===== src/rtl/lapd_sched_pkg.sv =====
package lapd_sched_pkg;

    typedef enum logic [1:0] {
        ST_IDLE  = 2'd0,
        ST_ARMED = 2'd1,
        ST_SEND  = 2'd2,
        ST_WAIT  = 2'd3
    } sched_state_t;

    typedef struct packed {
        logic auto_rpt;
        logic long_msg;
        logic en;
    } sched_cfg_t;

endpackage


===== src/rtl/lapd_cfg_regs.sv =====
module lapd_cfg_regs
    import lapd_sched_pkg::*;
#(
    parameter int          ADDR_W    = 8,
    parameter int          DATA_W    = 8,
    parameter logic [7:0]  CFG_ADDR  = 8'h33,
    parameter logic [7:0]  STAT_ADDR = 8'h34,
    parameter logic        RST_AUTO  = 1'b1
) (
    input  logic              clk,
    input  logic              rst_n,
    input  logic              reg_wr,
    input  logic              reg_rd,
    input  logic [ADDR_W-1:0] reg_addr,
    input  logic [DATA_W-1:0] reg_wdata,
    output logic [DATA_W-1:0] reg_rdata,
    input  logic              done_evt,
    input  logic              busy,
    output sched_cfg_t        cfg,
    output logic              done_flag
);
    localparam int BIT_EN   = 0;
    localparam int BIT_LONG = 1;
    localparam int BIT_AUTO = 3;
    localparam int BIT_DONE = 0;
    localparam int BIT_BUSY = 1;

    typedef struct packed {
        sched_cfg_t cfg;
        logic       done;
    } regs_t;

    regs_t regs_d, regs_q;

    logic cfg_sel, stat_sel;
    assign cfg_sel  = (reg_addr == CFG_ADDR[ADDR_W-1:0]);
    assign stat_sel = (reg_addr == STAT_ADDR[ADDR_W-1:0]);

    logic unused_wbits;
    assign unused_wbits = ^{reg_wdata[DATA_W-1:BIT_AUTO+1], reg_wdata[2]};

    always_comb begin
        regs_d = regs_q;
        if (reg_wr && cfg_sel) begin
            regs_d.cfg.en       = reg_wdata[BIT_EN];
            regs_d.cfg.long_msg = reg_wdata[BIT_LONG];
            regs_d.cfg.auto_rpt = reg_wdata[BIT_AUTO];
        end
        if (reg_rd && stat_sel) begin
            regs_d.done = 1'b0;
        end
        if (done_evt) begin
            regs_d.done = 1'b1;
        end
    end

    always_ff @(posedge clk) begin
        if (!rst_n) begin
            regs_q.cfg.en       <= 1'b0;
            regs_q.cfg.long_msg <= 1'b0;
            regs_q.cfg.auto_rpt <= RST_AUTO;
            regs_q.done         <= 1'b0;
        end else begin
            regs_q <= regs_d;
        end
    end

    always_comb begin
        reg_rdata = '0;
        if (cfg_sel) begin
            reg_rdata[BIT_EN]   = regs_q.cfg.en;
            reg_rdata[BIT_LONG] = regs_q.cfg.long_msg;
            reg_rdata[BIT_AUTO] = regs_q.cfg.auto_rpt;
        end else if (stat_sel) begin
            reg_rdata[BIT_DONE] = regs_q.done;
            reg_rdata[BIT_BUSY] = busy;
        end
    end

    assign cfg       = regs_q.cfg;
    assign done_flag = regs_q.done;

endmodule


===== src/rtl/lapd_sched_fsm.sv =====
module lapd_sched_fsm
    import lapd_sched_pkg::*;
#(
    parameter int LEN_SHORT = 76,
    parameter int LEN_LONG  = 82,
    parameter int LEN_W     = $clog2(LEN_LONG + 1)
) (
    input  logic             clk,
    input  logic             rst_n,
    input  sched_cfg_t       cfg,
    input  logic             send_cmd,
    input  logic             sec_tick,
    input  logic             ser_done,
    output logic             ser_start,
    output logic [LEN_W-1:0] ser_len,
    output logic             done_evt,
    output logic             active,
    output sched_state_t     state,
    output logic             pend
);
    localparam logic [LEN_W-1:0] LEN_S = LEN_W'(LEN_SHORT);
    localparam logic [LEN_W-1:0] LEN_L = LEN_W'(LEN_LONG);

    typedef struct packed {
        sched_state_t     state;
        logic             pend;
        logic [LEN_W-1:0] len;
    } fsm_t;

    fsm_t fsm_d, fsm_q;

    logic             in_flight;
    logic             pend_hit;
    logic [LEN_W-1:0] sel_len;

    assign in_flight = (fsm_q.state == ST_SEND) || (fsm_q.state == ST_WAIT);
    assign pend_hit  = sec_tick && cfg.en && cfg.auto_rpt && in_flight;
    assign sel_len   = cfg.long_msg ? LEN_L : LEN_S;

    always_comb begin
        fsm_d    = fsm_q;
        done_evt = 1'b0;
        if (pend_hit) begin
            fsm_d.pend = 1'b1;
        end
        case (fsm_q.state)
            ST_IDLE: begin
                if (send_cmd && cfg.en) begin
                    fsm_d.state = ST_SEND;
                    fsm_d.len   = sel_len;
                end
            end
            ST_ARMED: begin
                if (!cfg.en || !cfg.auto_rpt) begin
                    fsm_d.state = ST_IDLE;
                end else if (sec_tick) begin
                    fsm_d.state = ST_SEND;
                    fsm_d.len   = sel_len;
                end
            end
            ST_SEND: begin
                fsm_d.state = ST_WAIT;
            end
            ST_WAIT: begin
                if (ser_done) begin
                    done_evt = 1'b1;
                    if (cfg.en && fsm_d.pend) begin
                        fsm_d.state = ST_SEND;
                        fsm_d.pend  = 1'b0;
                        fsm_d.len   = sel_len;
                    end else if (cfg.en && cfg.auto_rpt) begin
                        fsm_d.state = ST_ARMED;
                    end else begin
                        fsm_d.state = ST_IDLE;
                    end
                end
            end
            default: fsm_d.state = ST_IDLE;
        endcase
        if (!cfg.en) begin
            fsm_d.pend = 1'b0;
        end
    end

    always_ff @(posedge clk) begin
        if (!rst_n) begin
            fsm_q.state <= ST_IDLE;
            fsm_q.pend  <= 1'b0;
            fsm_q.len   <= LEN_S;
        end else begin
            fsm_q <= fsm_d;
        end
    end

    assign ser_start = (fsm_q.state == ST_SEND);
    assign ser_len   = fsm_q.len;
    assign active    = in_flight;
    assign state     = fsm_q.state;
    assign pend      = fsm_q.pend;

endmodule


===== src/rtl/lapd_tx_sched.sv =====
module lapd_tx_sched
    import lapd_sched_pkg::*;
#(
    parameter int         LEN_SHORT = 76,
    parameter int         LEN_LONG  = 82,
    parameter logic [7:0] CFG_ADDR  = 8'h33,
    parameter logic [7:0] STAT_ADDR = 8'h34,
    parameter int         LEN_W     = $clog2(LEN_LONG + 1)
) (
    input  logic             clk,
    input  logic             rst_n,
    input  logic             reg_wr,
    input  logic             reg_rd,
    input  logic [7:0]       reg_addr,
    input  logic [7:0]       reg_wdata,
    output logic [7:0]       reg_rdata,
    input  logic             send_cmd,
    input  logic             sec_tick,
    input  logic             ser_busy,
    input  logic             ser_done,
    output logic             ser_start,
    output logic [LEN_W-1:0] ser_len,
    output logic             done_flag
);
    sched_cfg_t   cfg;
    sched_state_t fsm_state;
    logic         fsm_pend;
    logic         done_evt;
    logic         fsm_active;
    logic         cfg_en;

    assign cfg_en = cfg.en;

    lapd_cfg_regs #(
        .ADDR_W    (8),
        .DATA_W    (8),
        .CFG_ADDR  (CFG_ADDR),
        .STAT_ADDR (STAT_ADDR),
        .RST_AUTO  (1'b1)
    ) u_regs (
        .clk       (clk),
        .rst_n     (rst_n),
        .reg_wr    (reg_wr),
        .reg_rd    (reg_rd),
        .reg_addr  (reg_addr),
        .reg_wdata (reg_wdata),
        .reg_rdata (reg_rdata),
        .done_evt  (done_evt),
        .busy      (fsm_active | ser_busy),
        .cfg       (cfg),
        .done_flag (done_flag)
    );

    lapd_sched_fsm #(
        .LEN_SHORT (LEN_SHORT),
        .LEN_LONG  (LEN_LONG),
        .LEN_W     (LEN_W)
    ) u_fsm (
        .clk       (clk),
        .rst_n     (rst_n),
        .cfg       (cfg),
        .send_cmd  (send_cmd),
        .sec_tick  (sec_tick),
        .ser_done  (ser_done),
        .ser_start (ser_start),
        .ser_len   (ser_len),
        .done_evt  (done_evt),
        .active    (fsm_active),
        .state     (fsm_state),
        .pend      (fsm_pend)
    );

endmodule


===== config.mk =====
export PLATFORM = sky130hd
export DESIGN_NAME = lapd_tx_sched
export DESIGN_NICKNAME = d
export VERILOG_FILES = /design/src/rtl/lapd_sched_pkg.sv /design/src/rtl/lapd_cfg_regs.sv /design/src/rtl/lapd_sched_fsm.sv /design/src/rtl/lapd_tx_sched.sv
export SDC_FILE = /design/constraint.sdc
export NUM_CORES = 1
export LEC_CHECK = 0
export ABC_AREA = 1
export CAP_MARGIN = 10
export CELL_PAD_IN_SITES_DETAIL_PLACEMENT = 0
export CELL_PAD_IN_SITES_GLOBAL_PLACEMENT = 1
export CORE_AREA = 5 5 60 62
export CTS_CLUSTER_DIAMETER = 200
export DETAILED_ROUTE_END_ITERATION = 8
export DIE_AREA = 0 0 65 67
export GPL_TIMING_DRIVEN = 0
export PLACE_DENSITY_LB_ADDON = 0.08
export SLEW_MARGIN = 25
export SYNTH_ARGS = -nofsm -noshare
export SYNTH_HDL_FRONTEND = slang
export SYNTH_SLANG_ARGS = --single-unit
export TNS_END_PERCENT = 100

===== constraint.sdc =====
create_clock -name clk -period 1.6 [get_ports clk]
set_input_delay 0.48 -clock clk [delete_from_list [all_inputs] [get_ports clk]]
set_output_delay 0.48 -clock clk [all_outputs]
set_load 0.005 [all_outputs]

Yosys cells after proc, flatten, opt, wreduce, memory -nomap -nowiden
Index checks and enable logic that the tools add are counted.
Widths: inputs -> output; s select.
{ "totals": {"register_bits": 14, "latch_bits": 0, "ram_bits": 0, "rom_bits": 0, "output_inout_bits": 17, "n_memories": 0} }
{ "classes": {"addsub": 0, "n_mul": 0, "n_div": 0, "order_cmp": 0, "eq_ne": 11, "shifts": 0, "n_mux": 22, "bitwise": 1, "reduce_logical": 18} }
{ "ops": {"columns": ["op", "count"], "rows": [
  ["$mux 7", 3],
  ["$pmux 7 s3", 1],
  ["$eq 8x6->1 const B", 2],
  ["$mux 2", 6],
  ["$mux 10", 1],
  ["$logic_and 1x1->1", 8],
  ["$mux 1", 8],
  ["$mux 8", 1],
  ["$ne 2x2->1 const B", 4],
  ["$pmux 2 s4", 1],
  ["$reduce_and 6->1", 1],
  ["$mux 5", 1],
  ["$eq 2x2->1 const B", 2],
  ["$ne 3x2->1 const B", 1],
  ["$reduce_and 3->1", 1],
  ["$reduce_bool 3->1", 1],
  ["$eq 2x1->1 const B", 1],
  ["$logic_not 1->1", 2],
  ["$logic_not 2->1", 1],
  ["$logic_or 1x1->1", 2],
  ["$ne 2x1->1 const B", 1],
  ["$reduce_and 2->1", 1],
  ["$reduce_bool 2->1", 1],
  ["$or 1x1->1", 1]
]} }

Depth between registers and ports, before layout
{ "depth": {"depth_word": 8, "depth_mapped": 9, "depth_no_buf": 9} }

Hierarchy
From an unflattened synthesis, not the netlist that was laid out.
{ "hier_totals": {"hier_cells": 121, "hier_area_um2": 735.7} }
{ "modules_own_cells": {"columns": ["module", "instances", "cells_each", "area_each_um2"], "rows": [
  ["lapd_sched_fsm", 1, 59, 391.6],
  ["lapd_cfg_regs", 1, 59, 332.8],
  ["lapd_tx_sched", 1, 3, 11.3]
]} }

Least setup slack after synthesis
OpenSTA, ideal clock, no wires.
{ "synth_path": {"path_type": "input to output", "startpoint": "in reg_addr[7]", "endpoint": "out reg_rdata[0]", "t_arrival_ns": 1.096, "slack_ns": 0.024, "cell_stages": 3, "n_path_buf": 0, "cell_sequence": "nor3_2 > nand2_1 > o21ai_0"} }
{ "synth_via": {"elab_chain_len": 3} }
{ "synth_rtl": {"columns": ["item", "line_no", "source"], "rows": [
  ["from (decl)", "lapd_tx_sched.sv:14", "input logic [7:0] reg_addr,"],
  ["$eq 8x6->1", "lapd_cfg_regs.sv:37", "assign stat_sel = (reg_addr == STAT_ADDR[ADDR_W-1:0]);"],
  ["$mux 2", "lapd_cfg_regs.sv:74", "end else if (stat_sel) begin"],
  ["$mux 2 *", "lapd_cfg_regs.sv:70", "if (cfg_sel) begin"],
  ["to (decl)", "lapd_tx_sched.sv:16", "output logic [7:0] reg_rdata,"]
]} }
Mark *: on every way between the ends. The rest lies on a longest branch, timed or not.

Worst setup path after layout
{ "layout_path": {"startpoint": "in reg_addr[2]", "endpoint": "out reg_rdata[0]"} }
The elaborated chain is that of the path after synthesis.

==> flow_metrics.env <==
export IMPL_tritoncts="yes"
export IMPL_cap_violations=0
export IMPL_synth_simple_area_share_pct=42.4
export IMPL_coreArea_sq_um=2980
export IMPL_worstHoldStart="u_fsm.ser_len[6]"
export IMPL_vias=751
export IMPL_min_path_cells=1
export IMPL_p_int_uw=471
export IMPL_synth_seq_cells=10
export IMPL_globalplace_congestion=0.732
export IMPL_clkSinkCount=10
export IMPL_synth_top_family_by_area="simple AND/OR/NAND/NOR gates"
export IMPL_drive_above_1_share_pct=42.8
export IMPL_grt_max_degree=10
export IMPL_worstPathMaxFanout=2
export IMPL_overflow=0
export IMPL_required_ps=1120
export IMPL_combPwrFrac_pct=23.2
export IMPL_num_rows=20
export IMPL_cts_htree_levels=1
export IMPL_startpoint_type="primary input"
export IMPL_ys_warn_count=0
export IMPL_synth_distinct_cells=21
export IMPL_yosys_top_cells_count="nand2_1, inv_1, dfxtp_1"
export IMPL_io_buffer_count=27
export IMPL_reg2reg_depth=7
export IMPL_die_h_microns=67
export IMPL_avgSynthCellArea_sq_um=6.56
export IMPL_final_cells=178
export IMPL_cts_buffer_depth=2
export IMPL_drcViolationCount=0
export IMPL_cts_hold_buf=0
export IMPL_synthMuxAreaShare_pct=0
export IMPL_synth_ff_type="dfxtp_1"
export IMPL_switchingPower_uw=176
export IMPL_min_period_ps=1690
export IMPL_setup_viol=3
export IMPL_slew_viol_final=0
export IMPL_synth_area_leaders="dfxtp_1, nand2_1, buf_4"
export IMPL_cts_root_buf="clkbuf_4"
export IMPL_whs_endpoint="u_fsm.ser_len[6]"
export IMPL_clkTransAtPathRegs_ps=70
export IMPL_setup_ws_ps=-91.7
export IMPL_numCtsBuffers=3
export IMPL_worst_setup_path_end_kind="primary output"
export IMPL_worstSkewPairLatency_ps=270
export IMPL_timing_final_crit_share_pct=106
export IMPL_dp_cells=166
export IMPL_antenna_found_initial=0
export IMPL_fmax_mhz=591
export IMPL_viasPerCell=4.22
export IMPL_switching_share_pct=27.2
export IMPL_violations="negative setup slack"
export IMPL_synth_top_cell_area_share_pct=30.5
export IMPL_post_drt_wl_per_cell_microns=11.1
export IMPL_yosys_area_top_type="dfxtp_1"
export IMPL_power_density_nw_per_um2=567
export IMPL_detail_route_antenna_nets=0
export IMPL_synthXorXnorAreaFrac_pct=0
export IMPL_synth_cells=100
export IMPL_wl_microns=1980
export IMPL_drt_pass1_iter_count=4
export IMPL_rsz0062_at_grt="true"
export IMPL_multi_input_area_sq_um=407
export IMPL_die_w_microns=65
export IMPL_area_growth_syn_to_layout_pct=74.0
export IMPL_fillers=316
export IMPL_floorplan_die_area_sq_um=4360
export IMPL_r2r_end="u_fsm.ser_len[3]"
export IMPL_n_antenna_cell=0
export IMPL_clkPwrFrac_pct=36.1
export IMPL_grt_pass1_vias=716
export IMPL_yosys_cell_count_top_type="nand2_1"
export IMPL_seq_area_sq_um=211
export IMPL_min_path_type="register to register"
export IMPL_dpl_hpwl_microns=1500
export IMPL_p_seq_share_pct=40.6
export IMPL_grt_usage_pct=9.64
export IMPL_p_leak_nw=0.603
export IMPL_r2r_setup_slack_ps=440
export IMPL_drtIter0Drc=20
export IMPL_crit_arrival_ps=1210
export IMPL_grt_pass1_wl_microns=3160
export IMPL_synth_compound_area_share_pct=6.87
export IMPL_fin_hold_ws_ps=437
export IMPL_timing_hold_violations_final=0
export IMPL_criticalPathCategory="primary input to primary output"
export IMPL_finalClockSkew_ps=7.07
export IMPL_syn_area_sq_um=656
export IMPL_synth_fa_ha_area_share_pct=0
export IMPL_ir_worst_vdd_mv=0.378
export IMPL_synth_seq_area_share_pct=30.5
export IMPL_status="finished, violations left"
export IMPL_io_pin_count=41
export IMPL_timing_rr_start="u_regs.cfg[0]"
export IMPL_synth_edf_count=0
export IMPL_start_util_pct=22.0
export IMPL_nets=170
export IMPL_finalPower_uw=647
export IMPL_synthArstFlopShare_pct=0
==> worst max-delay path: stages <==
cell and delay, ps:
buf_2 130, nand2_2 60, nor3_2 140, buf_4 150
nand3_2 60, o21ai_2 50, buf_2 120
==> worst max-delay path by stage <==
stage           startpoint      endpoint  slack, ps  cells past startpoint
2_1_floorplan  reg_addr[7]  reg_rdata[0]         20                      3
3_3_place_gp   reg_addr[5]  reg_rdata[1]      -1090                      6
3_5_place_dp   reg_addr[5]  reg_rdata[0]      -1090                      6
4_1_cts        reg_addr[4]  reg_rdata[0]       -140                      7
5_1_grt        reg_addr[7]  reg_rdata[1]       -150                      6
6_report       reg_addr[2]  reg_rdata[0]        -90                      7
==> final cells by class <==
class                      instances  area share [%]
tap                               33            3.62
timing repair buffer              35            27.7
multi-input combinational         71            35.6
sequential                        10            18.5
inverter                          15            4.93
clock buffer                       4            3.18
buffer                            10            6.36
==> what timing repair did <==
| item | CTS | global route |
|---|---|---|
| setup buffers | 10 | 0 |
| pin swaps | 7 | 8 |
| resized for setup | 70 | 15 |
| setup endpoints to repair | 9 | 6 |
==> cells in the final DEF, fill, tap and decap left out, types with 4 or more instances in the layout <==
cell and n:
a21oi_1 4, buf_2 5, buf_4 17, buf_6 7, clkdlybuf4s50_1 8, conb_1 7
dfxtp_1 5, dlygate4sd2_1 4, inv_1 10, inv_2 4, nand2_1 20, nand2_2 5
nand3_1 8, nor2_1 7
==> state kept, by name, summed over array words and instances (netlist names) <==
register,cells
u_fsm.pend,1
u_fsm.ser_len,3
u_fsm.state,2
u_regs.cfg,3
u_regs.done_flag,1
==> stage by stage <==
step / utilization, % / instance area (sq um) / setup slack [ps] / TNS (ps)
after floorplan: - / 678 / 24.4 / 0
after global placement: 33.2 / 990 / -1090 / -4190
after detailed placement: 33.2 / 990 / -1090 / -4110
after CTS: 36.8 / 1100 / -137 / -347
after global routing: 38.3 / 1140 / -147 / -378
final: 38.3 / 1140 / -91.7 / -219
==> logic make-up after synthesis <==
kind of cell	count (synthesis)
AO/OA/AOI/OAI	8
buffers and inverters	25
flip-flops	10
other	1
AND/OR/NAND/NOR	56
==> metal layers <==
| layer | GRT usage (%) | wire length, microns |
|---|---|---|
| met5 | 0 | 0 |
| met4 | 3.17 | 37 |
| met3 | 4.38 | 105 |
| met2 | 16.7 | 1030 |
| met1 | 10.3 | 811 |
==> power groups by stage <==
stage / logic, mW / registers (mW) / clock network (mW)
floorplan: 0.0720 / 0.266 / 0
global placement: 0.133 / 0.269 / 0
detailed placement: 0.133 / 0.268 / 0
CTS: 0.142 / 0.263 / 0.246
global route: 0.168 / 0.264 / 0.259
finish: 0.150 / 0.263 / 0.234
No activity file was read; power rests on OpenSTA's default activity.
